File: src/rtl/cw_pkg.sv
package cw_pkg;
  typedef enum logic [1:0] {
    ST_IDLE = 2'd0,
    ST_REQ  = 2'd1,
    ST_WAIT = 2'd2
  } walk_st_e;

  localparam logic [7:0] VENDOR_CAP_ID = 8'h09;
  localparam logic [2:0] KIND_NOTIFY   = 3'd2;
  localparam logic [2:0] LAST_STD_WORD = 3'd3;
  localparam logic [2:0] MULT_WORD     = 3'd4;
endpackage

File: src/rtl/cw_rd_port.sv
module cw_rd_port #(
  parameter int ADDR_W = 8,
  parameter int RD_LAT = 2
) (
  input  logic              clk,
  input  logic              rst_n,
  input  logic              issue,
  input  logic [ADDR_W-1:0] addr_in,
  input  logic              rd_ready,
  output logic              rd_valid,
  output logic [ADDR_W-1:0] rd_addr,
  output logic              accepted,
  output logic              rsp_stb
);
  logic [RD_LAT-1:0] pend_q;

  assign rd_valid = issue;
  assign rd_addr  = addr_in;
  assign accepted = issue && rd_ready;

  generate
    if (RD_LAT == 1) begin : g_lat1
      always_ff @(posedge clk or negedge rst_n) begin
        if (!rst_n) pend_q <= '0;
        else        pend_q <= accepted;
      end
    end else begin : g_latn
      always_ff @(posedge clk or negedge rst_n) begin
        if (!rst_n) pend_q <= '0;
        else        pend_q <= {pend_q[RD_LAT-2:0], accepted};
      end
    end
  endgenerate

  assign rsp_stb = pend_q[RD_LAT-1];
endmodule

File: src/rtl/cw_slot_bank.sv
module cw_slot_bank #(
  parameter int NUM_KINDS = 5
) (
  input  logic                    clk,
  input  logic                    rst_n,
  input  logic                    clr,
  input  logic                    wr,
  input  logic [2:0]              kind,
  input  logic [7:0]              bar_in,
  input  logic [31:0]             off_in,
  input  logic [31:0]             len_in,
  input  logic [31:0]             mult_in,
  output logic [NUM_KINDS-1:0]    kind_valid,
  output logic [NUM_KINDS*8-1:0]  kind_bar,
  output logic [NUM_KINDS*32-1:0] kind_off,
  output logic [NUM_KINDS*32-1:0] kind_len,
  output logic [31:0]             notify_mult
);
  import cw_pkg::*;

  logic [7:0]  bar_q [NUM_KINDS];
  logic [31:0] off_q [NUM_KINDS];
  logic [31:0] len_q [NUM_KINDS];

  generate
    for (genvar i = 0; i < NUM_KINDS; i++) begin : g_slot
      logic hit;
      assign hit = wr && (kind == 3'(i + 1)) && !kind_valid[i];
      always_ff @(posedge clk or negedge rst_n) begin
        if (!rst_n) begin
          kind_valid[i] <= 1'b0;
          bar_q[i]      <= '0;
          off_q[i]      <= '0;
          len_q[i]      <= '0;
        end else if (clr) begin
          kind_valid[i] <= 1'b0;
        end else if (hit) begin
          kind_valid[i] <= 1'b1;
          bar_q[i]      <= bar_in;
          off_q[i]      <= off_in;
          len_q[i]      <= len_in;
        end
      end
      assign kind_bar[i*8 +: 8]   = bar_q[i];
      assign kind_off[i*32 +: 32] = off_q[i];
      assign kind_len[i*32 +: 32] = len_q[i];
    end
  endgenerate

  always_ff @(posedge clk or negedge rst_n) begin
    if (!rst_n) notify_mult <= '0;
    else if (wr && kind == KIND_NOTIFY && !kind_valid[KIND_NOTIFY-1])
      notify_mult <= mult_in;
  end
endmodule

File: src/rtl/cw_cap_walker.sv
module cw_cap_walker #(
  parameter int ADDR_W    = 8,
  parameter int RD_LAT    = 2,
  parameter int MAX_CAPS  = 48,
  parameter int NUM_KINDS = 5
) (
  input  logic                    clk,
  input  logic                    rst_n,
  input  logic                    start,
  input  logic [ADDR_W-1:0]       head_ptr,
  output logic                    busy,
  output logic                    done,
  output logic                    err,
  output logic                    unknown_seen,
  output logic                    rd_valid,
  input  logic                    rd_ready,
  output logic [ADDR_W-1:0]       rd_addr,
  input  logic [31:0]             rd_data,
  output logic [NUM_KINDS-1:0]    kind_valid,
  output logic [NUM_KINDS*8-1:0]  kind_bar,
  output logic [NUM_KINDS*32-1:0] kind_off,
  output logic [NUM_KINDS*32-1:0] kind_len,
  output logic [31:0]             notify_mult
);
  import cw_pkg::*;

  localparam int VIS_W = $clog2(MAX_CAPS + 1);
  localparam logic [ADDR_W-1:0] ALIGN_MASK = ~ADDR_W'(3);

  walk_st_e          state_q;
  logic [ADDR_W-1:0] cur_ptr_q, next_ptr_q;
  logic [2:0]        word_q, kind_q;
  logic [VIS_W-1:0]  visits_q;
  logic [7:0]        bar_q;
  logic [31:0]       off_q, len_q;

  logic              issue, accepted, rsp_stb, rsp;
  logic [ADDR_W-1:0] req_addr;
  logic              clr;

  // header decode
  logic [7:0]        hdr_id, hdr_next, hdr_type;
  logic              type_ok, is_vendor, slot_free, take;
  logic [2:0]        type_k;
  logic              wr, do_adv;
  logic [ADDR_W-1:0] adv_ptr;
  logic [VIS_W-1:0]  adv_vis;
  logic [31:0]       wr_len;
  logic              unused_bits;

  assign busy     = (state_q != ST_IDLE);
  assign issue    = (state_q == ST_REQ);
  assign req_addr = cur_ptr_q + ADDR_W'({word_q, 2'b00});
  assign clr      = start && !busy;
  assign rsp      = (state_q == ST_WAIT) && rsp_stb;

  cw_rd_port #(.ADDR_W(ADDR_W), .RD_LAT(RD_LAT)) u_port (
    .clk(clk), .rst_n(rst_n), .issue(issue), .addr_in(req_addr),
    .rd_ready(rd_ready), .rd_valid(rd_valid), .rd_addr(rd_addr),
    .accepted(accepted), .rsp_stb(rsp_stb)
  );

  assign hdr_id    = rd_data[7:0];
  assign hdr_next  = rd_data[15:8];
  assign hdr_type  = rd_data[31:24];
  assign unused_bits = ^{rd_data[23:16]};
  assign is_vendor = (hdr_id == VENDOR_CAP_ID);
  assign type_ok   = (hdr_type >= 8'd1) && (hdr_type <= 8'(NUM_KINDS));
  assign type_k    = hdr_type[2:0];
  assign slot_free = type_ok &&
                     ((kind_valid & (NUM_KINDS'(1) << (type_k - 3'd1))) == '0);
  assign take      = (word_q == 3'd0) && is_vendor && slot_free;

  assign wr = rsp && (((word_q == LAST_STD_WORD) && (kind_q != KIND_NOTIFY)) ||
                      (word_q == MULT_WORD));
  assign wr_len  = (word_q == LAST_STD_WORD) ? rd_data : len_q;
  assign do_adv  = (rsp && (word_q == 3'd0) && !take) || wr;
  assign adv_ptr = ((word_q == 3'd0) ? ADDR_W'(hdr_next) : next_ptr_q) & ALIGN_MASK;
  assign adv_vis = (word_q == 3'd0) ? visits_q + VIS_W'(1) : visits_q;

  cw_slot_bank #(.NUM_KINDS(NUM_KINDS)) u_bank (
    .clk(clk), .rst_n(rst_n), .clr(clr), .wr(wr), .kind(kind_q),
    .bar_in(bar_q), .off_in(off_q), .len_in(wr_len), .mult_in(rd_data),
    .kind_valid(kind_valid), .kind_bar(kind_bar), .kind_off(kind_off),
    .kind_len(kind_len), .notify_mult(notify_mult)
  );

  always_ff @(posedge clk or negedge rst_n) begin
    if (!rst_n) begin
      state_q      <= ST_IDLE;
      cur_ptr_q    <= '0;
      next_ptr_q   <= '0;
      word_q       <= '0;
      kind_q       <= '0;
      visits_q     <= '0;
      bar_q        <= '0;
      off_q        <= '0;
      len_q        <= '0;
      done         <= 1'b0;
      err          <= 1'b0;
      unknown_seen <= 1'b0;
    end else begin
      done <= 1'b0;
      if (clr) begin
        err          <= 1'b0;
        unknown_seen <= 1'b0;
        visits_q     <= '0;
        word_q       <= '0;
        cur_ptr_q    <= head_ptr & ALIGN_MASK;
        if ((head_ptr & ALIGN_MASK) == '0) done <= 1'b1;
        else state_q <= ST_REQ;
      end else if (state_q == ST_REQ) begin
        if (accepted) state_q <= ST_WAIT;
      end else if (rsp) begin
        if (word_q == 3'd0) begin
          visits_q   <= adv_vis;
          next_ptr_q <= ADDR_W'(hdr_next);
          if (is_vendor && !type_ok) unknown_seen <= 1'b1;
          if (take) begin
            kind_q  <= type_k;
            word_q  <= 3'd1;
            state_q <= ST_REQ;
          end
        end else if (!wr) begin
          case (word_q)
            3'd1:    bar_q <= rd_data[7:0];
            3'd2:    off_q <= rd_data;
            default: len_q <= rd_data;
          endcase
          word_q  <= word_q + 3'd1;
          state_q <= ST_REQ;
        end
        if (do_adv) begin
          if (adv_ptr == '0) begin
            state_q <= ST_IDLE;
            done    <= 1'b1;
          end else if (adv_vis >= VIS_W'(MAX_CAPS)) begin
            state_q <= ST_IDLE;
            done    <= 1'b1;
            err     <= 1'b1;
          end else begin
            cur_ptr_q <= adv_ptr;
            word_q    <= 3'd0;
            state_q   <= ST_REQ;
          end
        end
      end
    end
  end
endmodule

File: config.mk
export PLATFORM = sky130hd
export DESIGN_NAME = cw_cap_walker
export DESIGN_NICKNAME = d
export VERILOG_FILES = /design/src/rtl/cw_pkg.sv /design/src/rtl/cw_rd_port.sv /design/src/rtl/cw_slot_bank.sv /design/src/rtl/cw_cap_walker.sv
export SDC_FILE = /design/constraint.sdc
export NUM_CORES = 1
export LEC_CHECK = 0
export ABC_AREA = 1
export BUFFER_PORTS_ARGS = -buffer_cell sky130_fd_sc_hd__buf_4
export CAP_MARGIN = 40
export CORE_MARGIN = 4
export CORE_UTILIZATION = 55
export DETAILED_ROUTE_END_ITERATION = 8
export PLACE_DENSITY = 0.86
export SETUP_SLACK_MARGIN = 0.3
export SLEW_MARGIN = 20
export SYNTH_ARGS = -nofsm -noshare
export SYNTH_HDL_FRONTEND = slang
export SYNTH_HIERARCHICAL = 1
export SYNTH_SLANG_ARGS = --single-unit
File: constraint.sdc
create_clock -name clk -period 3.44 [get_ports clk]
set_clock_uncertainty 0.05 [all_clocks]
set_input_delay 0.688 -clock clk [delete_from_list [all_inputs] [get_ports clk]]
set_output_delay 0.688 -clock clk [all_outputs]
set_load 0.01 [all_outputs]
# Yosys cells after proc, flatten, opt, wreduce, memory -nomap -nowiden
# Index checks and enable logic that the tools add are counted.
word_totals:
  regBits: 504
  input_bits: 44
op_classes:
  n_addsub: 4
  order_cmp: 3
  eq_ne: 20
  shifts: 1
  n_mux: 61
  bitwise: 6
  reduce_logical: 66
op_table:
  columns: ["op", "count"]
  rows:
  - ["$mux 8", 7]
  - ["$mux 32", 1]
  - ["$mux 1", 30]
  - ["$mux 6", 5]
  - ["$mux 3", 9]
  - ["$logic_and 1x1->1", 22]
  - ["$reduce_bool 2->1", 11]
  - ["$reduce_and 5->1", 4]
  - ["$mux 2", 9]
  - ["$reduce_and 6->1", 3]
  - ["$logic_not 8->1", 2]
  - ["$eq 3x2->1 const B", 4]
  - ["$reduce_and 2->1", 6]
  - ["$eq 3x3->1 const B", 3]
  - ["$add 8x5->8", 1]
  - ["$eq 8x4->1 const B", 1]
  - ["$ge 8x1->1 const B", 1]
  - ["$le 8x3->1 const B", 1]
  - ["$logic_not 1->1", 8]
  - ["$ne 2x2->1 const B", 4]
  - ["$reduce_and 4->1", 2]
  - ["$add 6x1->6 const B", 1]
  - ["$eq 3x1->1 const B", 2]
  - ["$ge 6x6->1 const B", 1]
  - ["other kinds (17)", 23]

# Longest topological paths before layout
depth:
  depth_word: 14
  mapped_depth: 14
  ltp_nobuf: 14

# Cells and area by module
# Netlist, hierarchy kept.
modules_own_cells:
  columns: ["module", "n_inst", "cells_each", "area_per_inst_um2", "seq_area_each_um2"]
  rows:
  - ["cw_slot_bank", 1, 1733, 15616.2, 9934.5]
  - ["cw_cap_walker", 1, 621, 5121.2, 2527.4]
  - ["cw_rd_port", 1, 13, 125.1, 50.0]

# Least setup slack after synthesis
# No wires, ideal clock.
synth_timing:
  path_kind: "input to register"
  start: "in start"
  end: "reg u_bank.bar_q (netlist bit u_bank/kind_bar[0])"
  arrival_ns: 2.139
  t_required_ns: 3.273
  path_slack_ns: 1.134
  path_stages: 9
  cell_sequence: "nand3_1 -> inv_1 -> clkbuf_1 -> buf_2 -> nor2_1 -> nand2_1 -> clkbuf_1 -> nand2_1 -> nand2_1"
synth_via:
  elab_chain_cells: 3
synth_rtl:
  columns: ["element", "line", "rtl"]
  rows:
  - ["from (decl)", "cw_cap_walker.sv:9", "input logic start,"]
  - ["$logic_and 1x1->1", "cw_cap_walker.sv:54", "assign clr = start && !busy;"]
  - ["via clr", "cw_cap_walker.sv:39", "logic clr;"]
  - ["$not 1->1 (no source line)", null, null]
  - ["$reduce_and 2->1 (no source line)", null, null]
  - ["to (signal, indexed assignment)", "cw_slot_bank.sv:39", "bar_q[i] <= bar_in;"]
  - ["to (decl)", "cw_slot_bank.sv:21", "logic [7:0] bar_q [NUM_KINDS];"]
# The timed path passes the listed nets, and every way through them passes these cells.
# A chain may end at the register's enable or synchronous reset.

# Final worst setup path
layout_timing:
  start: "reg word_q[1]"
  end: "reg u_bank.off_q (netlist bit u_bank/kind_off[96])"
layout_via:
  elab_chain_cells: 7
  word_cells_on_any_way: 8
layout_rtl:
  columns: ["element", "line", "rtl"]
  rows:
  - ["from (decl)", "cw_cap_walker.sv:32", "logic [2:0] word_q, kind_q;"]
  - ["from (signal assigned)", "cw_cap_walker.sv:130", "word_q <= word_q + 3'd1;"]
  - ["$eq 3x2->1", "cw_cap_walker.sv:74", "assign wr = rsp && (((word_q == LAST_STD_WORD) && (kind_q != KIND_NOTIFY)) ||"]
  - ["$logic_and 1x1->1", "cw_cap_walker.sv:74", null]
  - ["$logic_or 1x1->1 (*)", "cw_cap_walker.sv:74", null]
  - ["$logic_and 1x1->1 (*)", "cw_cap_walker.sv:74", null]
  - ["via wr", "cw_cap_walker.sv:45", "logic wr, do_adv;"]
  - ["$logic_and 1x1->1 (*) (2 in a row)", "cw_slot_bank.sv:28", "assign hit = wr && (kind == 3'(i + 1)) && !kind_valid[i];"]
  - ["$reduce_and 2->1 (no source line) (*)", null, null]
  - ["to (signal, indexed assignment)", "cw_slot_bank.sv:40", "off_q[i] <= off_in;"]
  - ["to (decl)", "cw_slot_bank.sv:22", "logic [31:0] off_q [NUM_KINDS];"]
# The timed path passes the listed nets; every way through them passes the cells marked *.

==> impl_metrics.toml <==
[detailed_routing]
vias = 19300
ant_nets = 0
drt_iter0_drc = 2153
drt-total-wl_um = 72100
drcViolationCount = 0
wl_per_cell_um = 21.8
viasPerCell = 5.82
first_pass_iters = 6

[clocking]
clk_pin_slew_ns = 0.06
clockBufferDepth = 3
clock-sinks = 500
cts-resized-gates = 0
post-cts-setup-buffer-count = 0
cts_hold_buf = 0
htreeDepth = 2
numCtsBuffers = 50
root_buffer = "clkbuf_16"
cts_tree = "done"
clock_latency_ns = 0.58

[yosys]
synthCells = 2367
yosysUniqueCellTypes = 36
syn_area_sq_um = 20900
ys_seq_elements = 500
netlist.top_cell.by_area = "dfrtp_1"
yosysWarnings = 6
ys_seq_area_frac = 0.600
syn_avg_cell_area_sq_um = 8.81
synth_area_leaders = "dfrtp_1 60%, nand2_1 17%, nand3_1 7.6%, nand4_1 2.4%, a21oi_1 1.9%"
yosysTopAreaCellShare = 0.600

[sta]
tightest_slew_ns = 0.946
max_freq_mhz = 335
fin_setup_tns_ns = 0
finalSetupViolations = 0
finalCriticalPeriod_ns = 2.98
period_share = 0.867
drv_slew = 0
hold_slack_ns = 0.0327
max_slew_margin = 0.369
rsz0062_at_grt = "no"
final_hold_viol_count = 0

[placement]
hpwl_um = 47600
port-buffer-count = 449
gp_congestion = 0.848
place_inst = 3216

[floorplanning]
core_sq_um = 37600
pin_count = 454
initial_core_util = 0.555
chipHeight_um = 203
die_area_sq_um = 41100
num_rows = 71
die_x_um = 203

[setup_path]
critical_path_class = "register to register"
required_ns = 3.84
cp-start-kind = "register"
crit_fanout = 42
crit_top_cell = "nand2_1"
path_delay_family = "simple AND/OR/NAND/NOR gates"
slowest_stage = "dfrtp_1"
cp-end-kind = "register"
worst-path-buf-inv = 4
worstPathCellList = "inv_1, ha_1, nand2_1, nand2_1, nand2_2, inv_1, nand2_1, nor2_1, nand3_4, buf_4, buf_12, nand2_1, nand2_1"
slowest_delay_ns = 0.47
cp.arrival_ns = 3.38

[power_and_ir_drop]
leakage_uw = 0.0148
switching_share = 0.212
vdd_ir_drop_max_mv = 0.364
p_per_area_nw_per_um2 = 444
comb_power_share = 0.020
seqPwrFrac = 0.502
p_clk_frac = 0.478
p_int_uw = 9240
p_total_uw = 11700
switchingPower_uw = 2480

[layout]
final_cells = 3309
final_common_cell = "nand2_1"
fillCellCount = 2768
antenna_cells = 0
final_cell_mix = "960 x nand2_1, 500 x dfrtp_1, 483 x buf_4, 318 x nand3_1, 98 x nor2_1"
drive_gt1_frac = 0.229
area_delta_synth_final_pct = 26.7
post-route-util = 0.703
layout.nets = 2815

[global_routing]
grt_antenna_before_repair = 1
grtUsageTotal = 0.341
grt_pass1_vias = 19300
grt_pass1_wl_um = 110000
grt_overflow_total = 0
grt_max_degree = 95

[hold_path]
holdCritPathClass = "primary input to async pin"

[job]
maxCapViolations = 0

[status]
outcome = "finished, final reports clean"
-- layer usage --
metal,vias up,routed length (um),track usage
li1,8414,-,-
met1,9257,26200,0.438
met2,1295,33700,0.537
met3,289,7510,0.0757
met5,-,12,0
met4,2,4660,0.199
-- per-stage QoR --
step	instance area (sq um)	worst slack (ns)
after floorplan	20900	1.13
after global placement	24600	0.670
after detailed placement	24700	0.558
after CTS	26300	0.441
after global routing	26400	0.337
final	26400	0.459
-- power by group through the flow --
stage / logic [uW] / registers (uW) / clock network (uW)
floorplan: 35.1 / 5990 / 0
global placement: 236 / 5990 / 0
detailed placement: 242 / 5990 / 0
CTS: 242 / 5880 / 5670
global route: 268 / 5880 / 5940
finish: 236 / 5880 / 5610
-- sequential cells by signal, summed over array words and instances, names as in the netlist --
signal and flops:
u_bank/notify_mult 32, u_port/pend_q 2, bar_q 8, u_bank/kind_valid 5, kind_q 3, len_q 32
visits_q 6, u_bank/kind_len 160, err 1, unknown_seen 1, word_q 3, cur_ptr_q 6
u_bank/kind_off 160, done 1, off_q 32, next_ptr_q 6, u_bank/kind_bar 40, state_q 2
-- kinds of logic (layout without fill, tap and decap cells) --
kind of cell / count (synthesis) / after routing / share of synthesized area
compound gates: 140 / 140 / 0.0395
xor+xnor: 4 / 4 / 0.00168
fa+ha+maj: 10 / 10 / 0.00636
buf+inv: 229 / 659 / 0.0498
flops: 500 / 500 / 0.600
other cells: 1 / 2 / 0.000180
simple gates: 1483 / 1483 / 0.303
-- worst paths after layout --
check                                       from                endpoint  slack (ns)  cells past startpoint
worst max-delay path                   word_q[1]     u_bank/kind_off[96]        0.46                     13
worst min-delay path                       rst_n    u_bank/kind_len[126]        0.03                      1
worst max register to register         word_q[1]     u_bank/kind_off[96]        0.46                     13
worst min register to register  u_port/pend_q[0]        u_port/pend_q[1]        0.32                      0
max in group asynchronous                  rst_n    u_bank/kind_off[125]        2.35                      2
min in group clk                     rd_data[21]  u_bank/notify_mult[21]        0.27                      3
-- worst reg2reg max path: stages, from the launching register on --
cell,delay (ns)
dfrtp_1,0.47
inv_1,0.17
ha_1,0.26
nand2_1,0.07
nand2_1,0.13
nand2_2,0.19
inv_1,0.18
nand2_1,0.16
nor2_1,0.35
nand3_4,0.10
buf_4,0.28
buf_12,0.26
nand2_1,0.10
nand2_1,0.08
-- final cells by class --
type | instances | area, sq um | area share
flip-flops and latches | 500 | 12500 | 0.473
clock buffers | 70 | 1450 | 0.0548
inverters | 73 | 274 | 0.0104
clock inverters | 19 | 234 | 0.00885
repair buffers | 497 | 3920 | 0.148
multi-input cells | 1639 | 7410 | 0.280
well taps | 511 | 639 | 0.0242
-- cell usage after synthesis --
cell      instances
nand2_1         961
dfrtp_1         500
nand3_1         318
nor2_1          101
a21oi_1          80
nand4_1          79
clkbuf_1         78
inv_1            68
buf_2            55
o21ai_2          32
o21ai_0          24
buf_4            13
ha_1              9
buf_6             6
inv_2             4
nor2_4            4
nor3_2            4
buf_1             3
nand2_2           3
nor2_2            3
nand2_4           2
nand3_2           2
nand3_4           2
o21ai_1           2
xnor2_1           2
xor2_1            2
a31oi_1           1
buf_12            1
clkinv_1          1
conb_1            1
fa_1              1
nand3b_1          1
nand3b_4          1
nand4_2           1
nor3_1            1
o22ai_1           1
No activity file was read; power rests on OpenSTA's default activity.
